$ cat config.mk
export PLATFORM = sky130hd
export DESIGN_NAME = i2c_bus_unstick
export DESIGN_NICKNAME = d
export VERILOG_FILES = /design/src/rtl/rcv_pkg.sv /design/src/rtl/rcv_rst_sync.sv /design/src/rtl/rcv_hold_calc.sv /design/src/rtl/rcv_phase_timer.sv /design/src/rtl/rcv_seq_fsm.sv /design/src/rtl/i2c_bus_unstick.sv
export SDC_FILE = /design/constraint.sdc
export NUM_CORES = 1
export LEC_CHECK = 0
export ABC_AREA = 1
export CORE_UTILIZATION = 57
export CTS_CLUSTER_SIZE = 25
export DETAILED_ROUTE_END_ITERATION = 7
export PLACE_DENSITY_LB_ADDON = 0.08
export SETUP_SLACK_MARGIN = 0.4
export SLEW_MARGIN = 40
export SYNTH_ARGS = -nofsm -noshare
export SYNTH_HDL_FRONTEND = slang
export SYNTH_HIERARCHICAL = 1
export SYNTH_SLANG_ARGS = --single-unit
export TNS_END_PERCENT = 1
$ cat constraint.sdc
create_clock -name clk -period 1.68 [get_ports clk]
set_input_delay 0.252 -clock clk [delete_from_list [all_inputs] [get_ports clk]]
set_output_delay 0.252 -clock clk [all_outputs]
set_load 0.1 [all_outputs]
$ cat src/rtl/rcv_pkg.sv
package rcv_pkg;

  typedef enum logic [1:0] {
    ST_IDLE  = 2'd0,
    ST_DRIVE = 2'd1,
    ST_QUIET = 2'd2,
    ST_HOLD  = 2'd3
  } rcv_state_t;

  localparam int unsigned UNITS_W   = 10;
  localparam int unsigned UNITS_MIN = 7;
  localparam int unsigned UNITS_MAX = 513;

  function automatic logic [7:0] scl_base(input logic [2:0] j);
    case (j)
      3'd0:    scl_base = 8'd4;
      3'd1:    scl_base = 8'd4;
      3'd2:    scl_base = 8'd6;
      3'd3:    scl_base = 8'd6;
      3'd4:    scl_base = 8'd14;
      3'd5:    scl_base = 8'd30;
      3'd6:    scl_base = 8'd62;
      default: scl_base = 8'd126;
    endcase
  endfunction

  function automatic logic [7:0] scl_step(input logic [2:0] j);
    scl_step = 8'd1 << j;
  endfunction

  function automatic logic [2:0] sda_taps(input logic [2:0] i);
    case (i)
      3'd0, 3'd1: sda_taps = 3'd3;
      3'd2, 3'd3: sda_taps = 3'd4;
      3'd4, 3'd5: sda_taps = 3'd1;
      default:    sda_taps = 3'd2;
    endcase
  endfunction

endpackage

$ cat src/rtl/rcv_rst_sync.sv
module rcv_rst_sync #(
  parameter int unsigned STAGES = 2
) (
  input  logic clk,
  input  logic rst_n,
  output logic rst_s_n
);
  logic [STAGES-1:0] chain_q;

  always_ff @(posedge clk or negedge rst_n) begin
    if (!rst_n) chain_q <= '0;
    else        chain_q <= {chain_q[STAGES-2:0], 1'b1};
  end

  assign rst_s_n = chain_q[STAGES-1];
endmodule

$ cat src/rtl/rcv_hold_calc.sv
module rcv_hold_calc
  import rcv_pkg::*;
#(
  parameter int unsigned UNIT_CYCLES = 100,
  parameter int unsigned LEN_W       = 16
) (
  input  logic [5:0]       div_code,
  output logic [LEN_W-1:0] phase_len
);
  logic [2:0]         pair_idx;
  logic [2:0]         sda_idx;
  logic [UNITS_W-1:0] base_u;
  logic [UNITS_W-1:0] step_u;
  logic [UNITS_W-1:0] tap_m1;
  logic [UNITS_W-1:0] units;

  always_comb begin
    pair_idx  = div_code[4:2];
    sda_idx   = {div_code[5], div_code[1], div_code[0]};
    base_u    = UNITS_W'(scl_base(pair_idx));
    step_u    = UNITS_W'(scl_step(pair_idx));
    tap_m1    = UNITS_W'(sda_taps(sda_idx)) - UNITS_W'(1);
    units     = base_u + tap_m1 * step_u + UNITS_W'(3);
    phase_len = LEN_W'(units) * LEN_W'(UNIT_CYCLES);
  end
endmodule

$ cat src/rtl/rcv_phase_timer.sv
module rcv_phase_timer #(
  parameter int unsigned LEN_W = 16
) (
  input  logic             clk,
  input  logic             rst_n,
  input  logic             load,
  input  logic [LEN_W-1:0] load_len,
  input  logic             run,
  output logic [LEN_W-1:0] count,
  output logic             expire
);
  logic [LEN_W-1:0] cnt_q, cnt_d;
  logic             cnt_en;

  always_comb begin
    cnt_en = load || (run && (cnt_q != '0));
    cnt_d  = cnt_q;
    if (load)        cnt_d = load_len - LEN_W'(1);
    else if (cnt_en) cnt_d = cnt_q - LEN_W'(1);
  end

  always_ff @(posedge clk or negedge rst_n) begin
    if (!rst_n)      cnt_q <= '0;
    else if (cnt_en) cnt_q <= cnt_d;
  end

  assign count  = cnt_q;
  assign expire = run && (cnt_q == '0);

  assert_no_wrap_R3: assert property (@(posedge clk) disable iff (!rst_n)
    (run && !load && cnt_q == '0) |=> (cnt_q == '0 || $past(load)));
endmodule

$ cat src/rtl/rcv_seq_fsm.sv
module rcv_seq_fsm
  import rcv_pkg::*;
#(
  parameter int unsigned ITERS       = 9,
  parameter int unsigned UNIT_CYCLES = 100,
  parameter int unsigned LEN_W       = 16
) (
  input  logic             clk,
  input  logic             rst_n,
  input  logic             launch,
  input  logic [LEN_W-1:0] new_len,
  input  logic             expire,
  input  logic [LEN_W-1:0] count,
  output logic             tmr_load,
  output logic [LEN_W-1:0] tmr_len,
  output logic             tmr_run,
  output rcv_state_t       state
);
  localparam int unsigned ITER_W = (ITERS > 1) ? $clog2(ITERS) : 1;
  localparam logic [ITER_W-1:0] LAST_ITER = ITER_W'(ITERS - 1);

  rcv_state_t       st_q, st_d;
  logic [ITER_W-1:0] iter_q, iter_d;
  logic [LEN_W-1:0]  len_q, len_d;
  logic              accept;
  logic              st_en, iter_en, len_en;

  always_comb begin
    st_d     = st_q;
    iter_d   = iter_q;
    len_d    = len_q;
    tmr_load = 1'b0;
    tmr_len  = len_q;
    accept   = 1'b0;
    case (st_q)
      ST_IDLE, ST_HOLD: begin
        if (launch) begin
          accept   = 1'b1;
          st_d     = ST_DRIVE;
          iter_d   = '0;
          len_d    = new_len;
          tmr_load = 1'b1;
          tmr_len  = new_len;
        end
      end
      ST_DRIVE: begin
        if (expire) begin
          st_d     = ST_QUIET;
          tmr_load = 1'b1;
        end
      end
      ST_QUIET: begin
        if (expire) begin
          if (iter_q == LAST_ITER) begin
            st_d = ST_HOLD;
          end else begin
            st_d     = ST_DRIVE;
            iter_d   = iter_q + ITER_W'(1);
            tmr_load = 1'b1;
          end
        end
      end
      default: st_d = ST_IDLE;
    endcase
    st_en   = (st_d != st_q);
    iter_en = (iter_d != iter_q);
    len_en  = accept;
  end

  always_ff @(posedge clk or negedge rst_n) begin
    if (!rst_n) begin
      st_q   <= ST_IDLE;
      iter_q <= '0;
      len_q  <= '0;
    end else begin
      if (st_en)   st_q   <= st_d;
      if (iter_en) iter_q <= iter_d;
      if (len_en)  len_q  <= len_d;
    end
  end

  assign tmr_run = (st_q == ST_DRIVE) || (st_q == ST_QUIET);
  assign state   = st_q;

  assert_iter_bound_R6: assert property (@(posedge clk) disable iff (!rst_n)
    iter_q <= LAST_ITER);

  assert_count_in_len_R3: assert property (@(posedge clk) disable iff (!rst_n)
    tmr_run |-> (count < len_q));

  assert_len_floor_R4: assert property (@(posedge clk) disable iff (!rst_n)
    tmr_run |-> (len_q >= LEN_W'(UNITS_MIN * UNIT_CYCLES)));

  assert_drive_holds_R8: assert property (@(posedge clk) disable iff (!rst_n)
    (st_q == ST_DRIVE && !expire) |=> (st_q == ST_DRIVE && $stable(len_q)));

  assert_quiet_follows_R5: assert property (@(posedge clk) disable iff (!rst_n)
    (st_q == ST_DRIVE && expire) |=> (st_q == ST_QUIET));
endmodule

$ cat src/rtl/i2c_bus_unstick.sv
module i2c_bus_unstick
  import rcv_pkg::*;
#(
  parameter int unsigned UNIT_CYCLES = 100,
  parameter int unsigned ITERS       = 9
) (
  input  logic       clk,
  input  logic       rst_n,
  input  logic       launch,
  input  logic [5:0] div_code,
  output logic       ctl_en,
  output logic       ctl_sta,
  output logic       ctl_tx,
  output logic       done
);
  localparam int unsigned LEN_W = $clog2(UNITS_MAX * UNIT_CYCLES + 1);

  logic             rst_s_n;
  logic [LEN_W-1:0] new_len;
  logic [LEN_W-1:0] tmr_len;
  logic [LEN_W-1:0] tmr_count;
  logic             tmr_load;
  logic             tmr_run;
  logic             tmr_expire;
  rcv_state_t       state;

  rcv_rst_sync #(.STAGES(2)) u_rst (
    .clk     (clk),
    .rst_n   (rst_n),
    .rst_s_n (rst_s_n)
  );

  rcv_hold_calc #(.UNIT_CYCLES(UNIT_CYCLES), .LEN_W(LEN_W)) u_calc (
    .div_code  (div_code),
    .phase_len (new_len)
  );

  rcv_phase_timer #(.LEN_W(LEN_W)) u_tmr (
    .clk      (clk),
    .rst_n    (rst_s_n),
    .load     (tmr_load),
    .load_len (tmr_len),
    .run      (tmr_run),
    .count    (tmr_count),
    .expire   (tmr_expire)
  );

  rcv_seq_fsm #(.ITERS(ITERS), .UNIT_CYCLES(UNIT_CYCLES), .LEN_W(LEN_W)) u_fsm (
    .clk      (clk),
    .rst_n    (rst_s_n),
    .launch   (launch),
    .new_len  (new_len),
    .expire   (tmr_expire),
    .count    (tmr_count),
    .tmr_load (tmr_load),
    .tmr_len  (tmr_len),
    .tmr_run  (tmr_run),
    .state    (state)
  );

  always_comb begin
    ctl_en  = (state == ST_DRIVE) || (state == ST_HOLD);
    ctl_sta = (state == ST_DRIVE);
    ctl_tx  = (state == ST_DRIVE);
    done    = (state == ST_HOLD);
  end

  assert_sta_needs_en_R2: assert property (@(posedge clk) disable iff (!rst_s_n)
    ctl_sta |-> ctl_en);

  assert_hold_sticky_R7: assert property (@(posedge clk) disable iff (!rst_s_n)
    (done && !launch) |=> (done && ctl_en && !ctl_sta && !ctl_tx));

  assert_rerun_clears_R9: assert property (@(posedge clk) disable iff (!rst_s_n)
    $fell(done) |-> ($past(launch) && ctl_sta));

  assert_idle_quiet_R1: assert property (@(posedge clk) disable iff (!rst_s_n)
    (!ctl_en) |-> (!ctl_sta && !ctl_tx && !done));
endmodule

---- After elaboration in Yosys (flattened, before gate mapping) ----
Index checks and enable logic that the tools add are counted.
word-level totals
  register bits after elaboration ......... 40
  output and inout port bits .............. 4
  logic and storage cells ................. 67
operators by class
  add/subtract/negate cells ............... 6
  multiply operators ...................... 2
  equal/unequal tests ..................... 17
  shift-type cells ........................ 1
  mux-type cells .......................... 20
  reduce and logical (&&, ||, !) cells .... 16
operators with widths
  cell                   number
  $mux 16                3
  $pmux 7 s5             1
  $sub 16x1->16 const B  2
  $logic_not 16->1       1
  $reduce_bool 16->1     1
  $eq 3x3->1 const B     5
  $mul 10x5->14 const B  1
  $eq 3x2->1 const B     4
  $mux 4                 3
  $reduce_or 2->1        6
  $add 10x2->10 const B  1
  $add 7x10->10          1
  $mul 10x8->10          1
  $pmux 3 s3             1
  $mux 2                 4
  $pmux 4 s2             1
  $shl 1x3->8 const A    1
  $eq 3x1->1 const B     2
  $logic_not 3->1        2
  $pmux 2 s3             1
  $mux 1                 5
  $add 4x1->4 const B    1
  $eq 2x2->1 const B     2
  $eq 4x4->1 const B     1
  other kinds (8)        11

---- Logic depth before layout (Yosys ltp) ----
  word-level depth ........................ 12
  mapped depth ............................ 45
  gate-level depth less buffers ........... 45

---- Modules after synthesis ----
Netlist, hierarchy kept.
by module, submodules not included
  module           times used  cells an instance  area each (µm²)  seq. area each (µm²)
  rcv_hold_calc    1           324                2275.9           0.0
  rcv_phase_timer  1           249                1438.9           400.4
  rcv_seq_fsm      1           147                1203.7           550.5
  rcv_rst_sync     1           3                  53.8             50.0
  i2c_bus_unstick  1           6                  28.8             0.0

---- Least setup slack after synthesis ----
No wires, ideal clock.
  path type ............................... input to register
  start ................................... input port div_code[1]
  end ..................................... register u_tmr.cnt_q[14], in the netlist u_tmr/count[14]
  arrival time ............................ 6488 ps
  data required time ...................... 1563 ps
  path slack .............................. -4924 ps
  stages .................................. 43
  path through ............................ inv_1 ha_1 nor2_1 inv_2 or2_1 nand2_1 nor2_1 fa_1 fa_1 inv_1 fa_1 inv_1 ha_1 a21oi_1 nand2_1 xnor2_1 inv_1 ha_1 (+7 left out) a21oi_1 o21ai_1 nand2_1 nand2_1 nand2_1 nand2_1 nand2_4 nand2_1 nand2_1 nand2_2 nor2_1 nand2_1 nor2_1 nand2_1 nand2_1 nand2_1 nand2_1 nand2_1
on the way
  cells in the longest elaborated chain, start to end .. 12
  elaborated cells on any way between the ends .. 19
  classes of those cells .................. add/sub: 4; mul: 2; eq/ne: 5; mux: 4; reduce/logical: 4
RTL lines
  item                                      RTL line               text
  from (decl)                               i2c_bus_unstick.sv:10  input logic [5:0] div_code,
  $eq 3x3->1, or another cell as far along  rcv_pkg.sv:32          case (i)
  $reduce_or 2->1                           rcv_pkg.sv:32
  $pmux 3 s3 (*)                            rcv_pkg.sv:32
  $sub 3x1->4 (*)                           rcv_hold_calc.sv:22    tap_m1 = UNITS_W'(sda_taps(sda_idx)) - UNITS_W'(1);
  $mul 10x8->10 (*)                         rcv_hold_calc.sv:23    units = base_u + tap_m1 * step_u + UNITS_W'(3);
  $add 7x10->10 (*)                         rcv_hold_calc.sv:23
  $add 10x2->10 (*)                         rcv_hold_calc.sv:23
  $mul 10x5->14 (*)                         rcv_hold_calc.sv:24    phase_len = LEN_W'(units) * LEN_W'(UNIT_CYCLES);
  net new_len[13]                           i2c_bus_unstick.sv:19  logic [LEN_W-1:0] new_len;
  $mux 16 (*) (2 in a row)                  --
  net tmr_len[13]                           i2c_bus_unstick.sv:20  logic [LEN_W-1:0] tmr_len;
  $sub 16x1->16 (*)                         rcv_phase_timer.sv:18  if (load) cnt_d = load_len - LEN_W'(1);
  $mux 16 (*)                               rcv_phase_timer.sv:18
  to (signal assigned)                      rcv_phase_timer.sv:24  else if (cnt_en) cnt_q <= cnt_d;
  to (decl)                                 rcv_phase_timer.sv:12  logic [LEN_W-1:0] cnt_q, cnt_d;
Mark *: on every way through the listed nets, which the timed path passes. The rest lies on a longest branch.
A chain may end at the register's enable or synchronous reset.

---- Worst setup path after layout ----
  start ................................... input port div_code[5]
  end ..................................... register u_tmr.cnt_q[14], in the netlist u_tmr/count[14]
The elaborated chain is that of the path after synthesis.

==> results.sh <==
export IMPL_status="finished with violations"
export IMPL_violations="setup timing"
export IMPL_synth_edf_count=0
export IMPL_initialDrtViolationCount=280
export IMPL_finalWorstSetupSlack_ns=-4.691
export IMPL_netlist_area_mm2=0.005001
export IMPL_clock_sinks=40
export IMPL_synth_yosys_seq_area_share_pct=20.02
export IMPL_synthTopCellsByArea="dfrtp_1 20%, nand2_1 18%, ha_1 14%"
export IMPL_gp_congestion=0.9069
export IMPL_cp_required_ns=1.87
export IMPL_path_max_fanout=4
export IMPL_powerDensity_mw_per_mm2=1674
export IMPL_avgRoutedWirePerCell_um=15.53
export IMPL_ys_warn_count=6
export IMPL_timing_final_crit_share_pct=379.2
export IMPL_drv_cap=0
export IMPL_io_buffers=11
export IMPL_busiest_layer="met2"
export IMPL_cts_tree="built"
export IMPL_instances_no_fill=992
export IMPL_crit_arrival_ns=6.56
export IMPL_path_clk_slew_ns=0.09
export IMPL_syn_avg_cell_area_um2=6.860
export IMPL_htree_levels=2
export IMPL_core_area_mm2=0.008341
export IMPL_grt_overflow_total=0
export IMPL_antenna_found_initial=0
export IMPL_initial_core_util_pct=59.96
export IMPL_syn_inst=729
export IMPL_hpwl_um=9894
export IMPL_grt_pass1_wl_um=23800
export IMPL_syn2layout_area_growth_pct=42.68
export IMPL_layout_nets=976
export IMPL_grtUsageMet1_pct=38.08
export IMPL_crit_type="in -> reg"
export IMPL_numCtsBuffers=5
export IMPL_synth_cell_type_count=37
export IMPL_p_total_uw=11940
export IMPL_leakage_uw=0.003885
export IMPL_rsz0062_at_grt="yes"
export IMPL_setup_viol_count_final=29
export IMPL_hold_ws_ns=0.1175
export IMPL_synth_top_cells_by_count="243 x nand2_1, 125 x inv_1, 56 x ha_1, 46 x nor2_1, 40 x dfrtp_1"
export IMPL_vias=5316
export IMPL_die_area_mm2=0.009153
export IMPL_die_h_um=95.67
export IMPL_root_buffer="clkbuf_8"
export IMPL_track_usage_pct=33.41
export IMPL_synth_most_common_cell="nand2_1"
export IMPL_grt_util_met3_pct=4.386
export IMPL_remaining_drc_errors=0
export IMPL_ys_async_sr_fraction_pct=100.0
export IMPL_synth_ff_type="dfrtp_1"
export IMPL_fp_dieW_um=95.67
export IMPL_rows=33
export IMPL_first_pass_iters=5
export IMPL_yosys_area_top_type="dfrtp_1"
export IMPL_grt_pass1_vias=5305
export IMPL_hold_viol_final=0
export IMPL_cts_max_path_buffers=2
export IMPL_start_kind="input pin"
export IMPL_grt_max_degree=39
export IMPL_placed_cells=971
export IMPL_cp_common_cell="nand2_1"
export IMPL_insertion_delay_ns=0.29
export IMPL_hp_class="in -> async"
export IMPL_ir_drop_mv=3.264
export IMPL_critPathSlowestCell="fa_1"
export IMPL_cpPeakStageDelay_ns=0.53
export IMPL_use_met2_pct=62.20
export IMPL_placed_area_mm2=0.006376
export IMPL_via_per_inst=5.359
export IMPL_design_area_mm2=0.007136
export IMPL_n_antenna_cell=0
export IMPL_synth_top_area_share_pct=20.02
export IMPL_skew_ns=0.009308
export IMPL_drive_gt1_share_pct=37.66
export IMPL_wirelength_um=15400
export IMPL_io_pins=13
export IMPL_tightest_slew_ns=0.5100
export IMPL_max_freq_ghz=0.1570
export IMPL_critPathCaptureType="register"
export IMPL_fin_crit_ns=6.371
export IMPL_final_max_slew_viol_count=0
export IMPL_detail_route_antenna_nets=0
export IMPL_slew_headroom_pct=66.00
export IMPL_ys_ff_latch=40
## report_power, final
group          switching [uW]  internal [uW]  total (uW)
clock                     357            333         690
combinational            5520           4770       10300
sequential              0.944            964         965
total                    5880           6070       11900
## registers in the layout (all words and copies together), names as in the netlist
register,flops
u_fsm/iter_q,4
u_fsm/len_q,16
u_fsm/state,2
u_rst/chain_q,2
u_tmr/count,16
## layout make-up
cell class | count | area [um2]
Clock buffer | 6 | 82.58
Multi-Input combinational cell | 539 | 3983
Timing Repair Buffer | 165 | 1386
Sequential cell | 40 | 1001
Inverter | 135 | 536.8
Clock inverter | 2 | 15.01
Fill cell | 454 | 1205
Tap cell | 105 | 131.4
## repair_timing
action / in CTS / in global routing
endpoints found under the setup margin: 41 / 41
endpoints found under the hold margin: 0 / 0
buffers inserted: 8 / 5
pin swaps: 65 / 38
hold buffers: 0 / 0
resized for setup: 106 / 34
## final timing paths
kind / from / endpoint / slack, ns / cells past startpoint
setup / recovery: div_code[5] / u_tmr/count[14] / -4.69 / 43
hold / removal: rst_n / u_rst/chain_q[1] / 0.12 / 1
max in group asynchronous: u_rst/chain_q[1] / u_fsm/len_q[4] / 0.99 / 1
setup reg to reg: u_tmr/count[14] / u_tmr/count[10] / -1.16 / 19
min in group clk: u_rst/chain_q[0] / u_rst/chain_q[1] / 0.38 / 0
hold reg to reg: u_rst/chain_q[1] / u_fsm/len_q[13] / 0.31 / 1
## worst max-delay path: cells and delay by family
family / cells / cell delay, ns
fa+ha+maj: 9 / 3.25
simple gates: 22 / 1.94
compound gates: 3 / 0.39
buf+inv: 8 / 0.54
xor+xnor: 1 / 0.15
## routing by layer
metal,share of wire (%),wire [um]
met1,40,6115
met2,52,8028
met3,4.4,672
met4,3.8,584
met5,0,0
## cells by family after synthesis
group | after synthesis | share of synthesized area [%]
other | 2 | 0.1502
AOI/OAI and AO/OA | 52 | 5.705
xor gates and xnor gates | 13 | 2.277
and+or+nand+nor | 390 | 35.03
buffers and inverters | 151 | 12.81
adders and majority gates | 81 | 24.02
DFF | 40 | 20.02
## per-stage QoR
step	util, %	setup slack, ns	setup TNS (ns)
after global routing	85.55	-4.990	-93.97
after detailed placement	76.45	-5.378	-109.66
after floorplan	-	-4.249	-82.00
after global placement	76.45	-5.187	-106.11
after CTS	83.39	-4.541	-85.31
final	85.55	-4.691	-88.93
## layout by cell type, fill, tap and decap left out, types with 3 or more instances in the layout
cell type and count:
ha_4 19, fa_1 21, o21a_1 3, buf_8 3, xor2_1 5, fa_2 4
nor3_2 5, o21ai_0 9, nand2_4 17, a21oi_2 6, nand3_2 6, xor2_2 4
o21ai_2 5, nor2_1 31, dfrtp_1 40, nor2_2 18, buf_12 6, a21oi_1 10
nand4_1 8, ha_1 37, inv_2 25, inv_1 106, o21ai_1 11, conb_1 3
buf_6 11, nand3_1 36, nand2_2 34, nor3_1 3, clkbuf_8 6, nand2_1 220
nor2_4 8, buf_4 139
(Power assumes the default switching activity.)
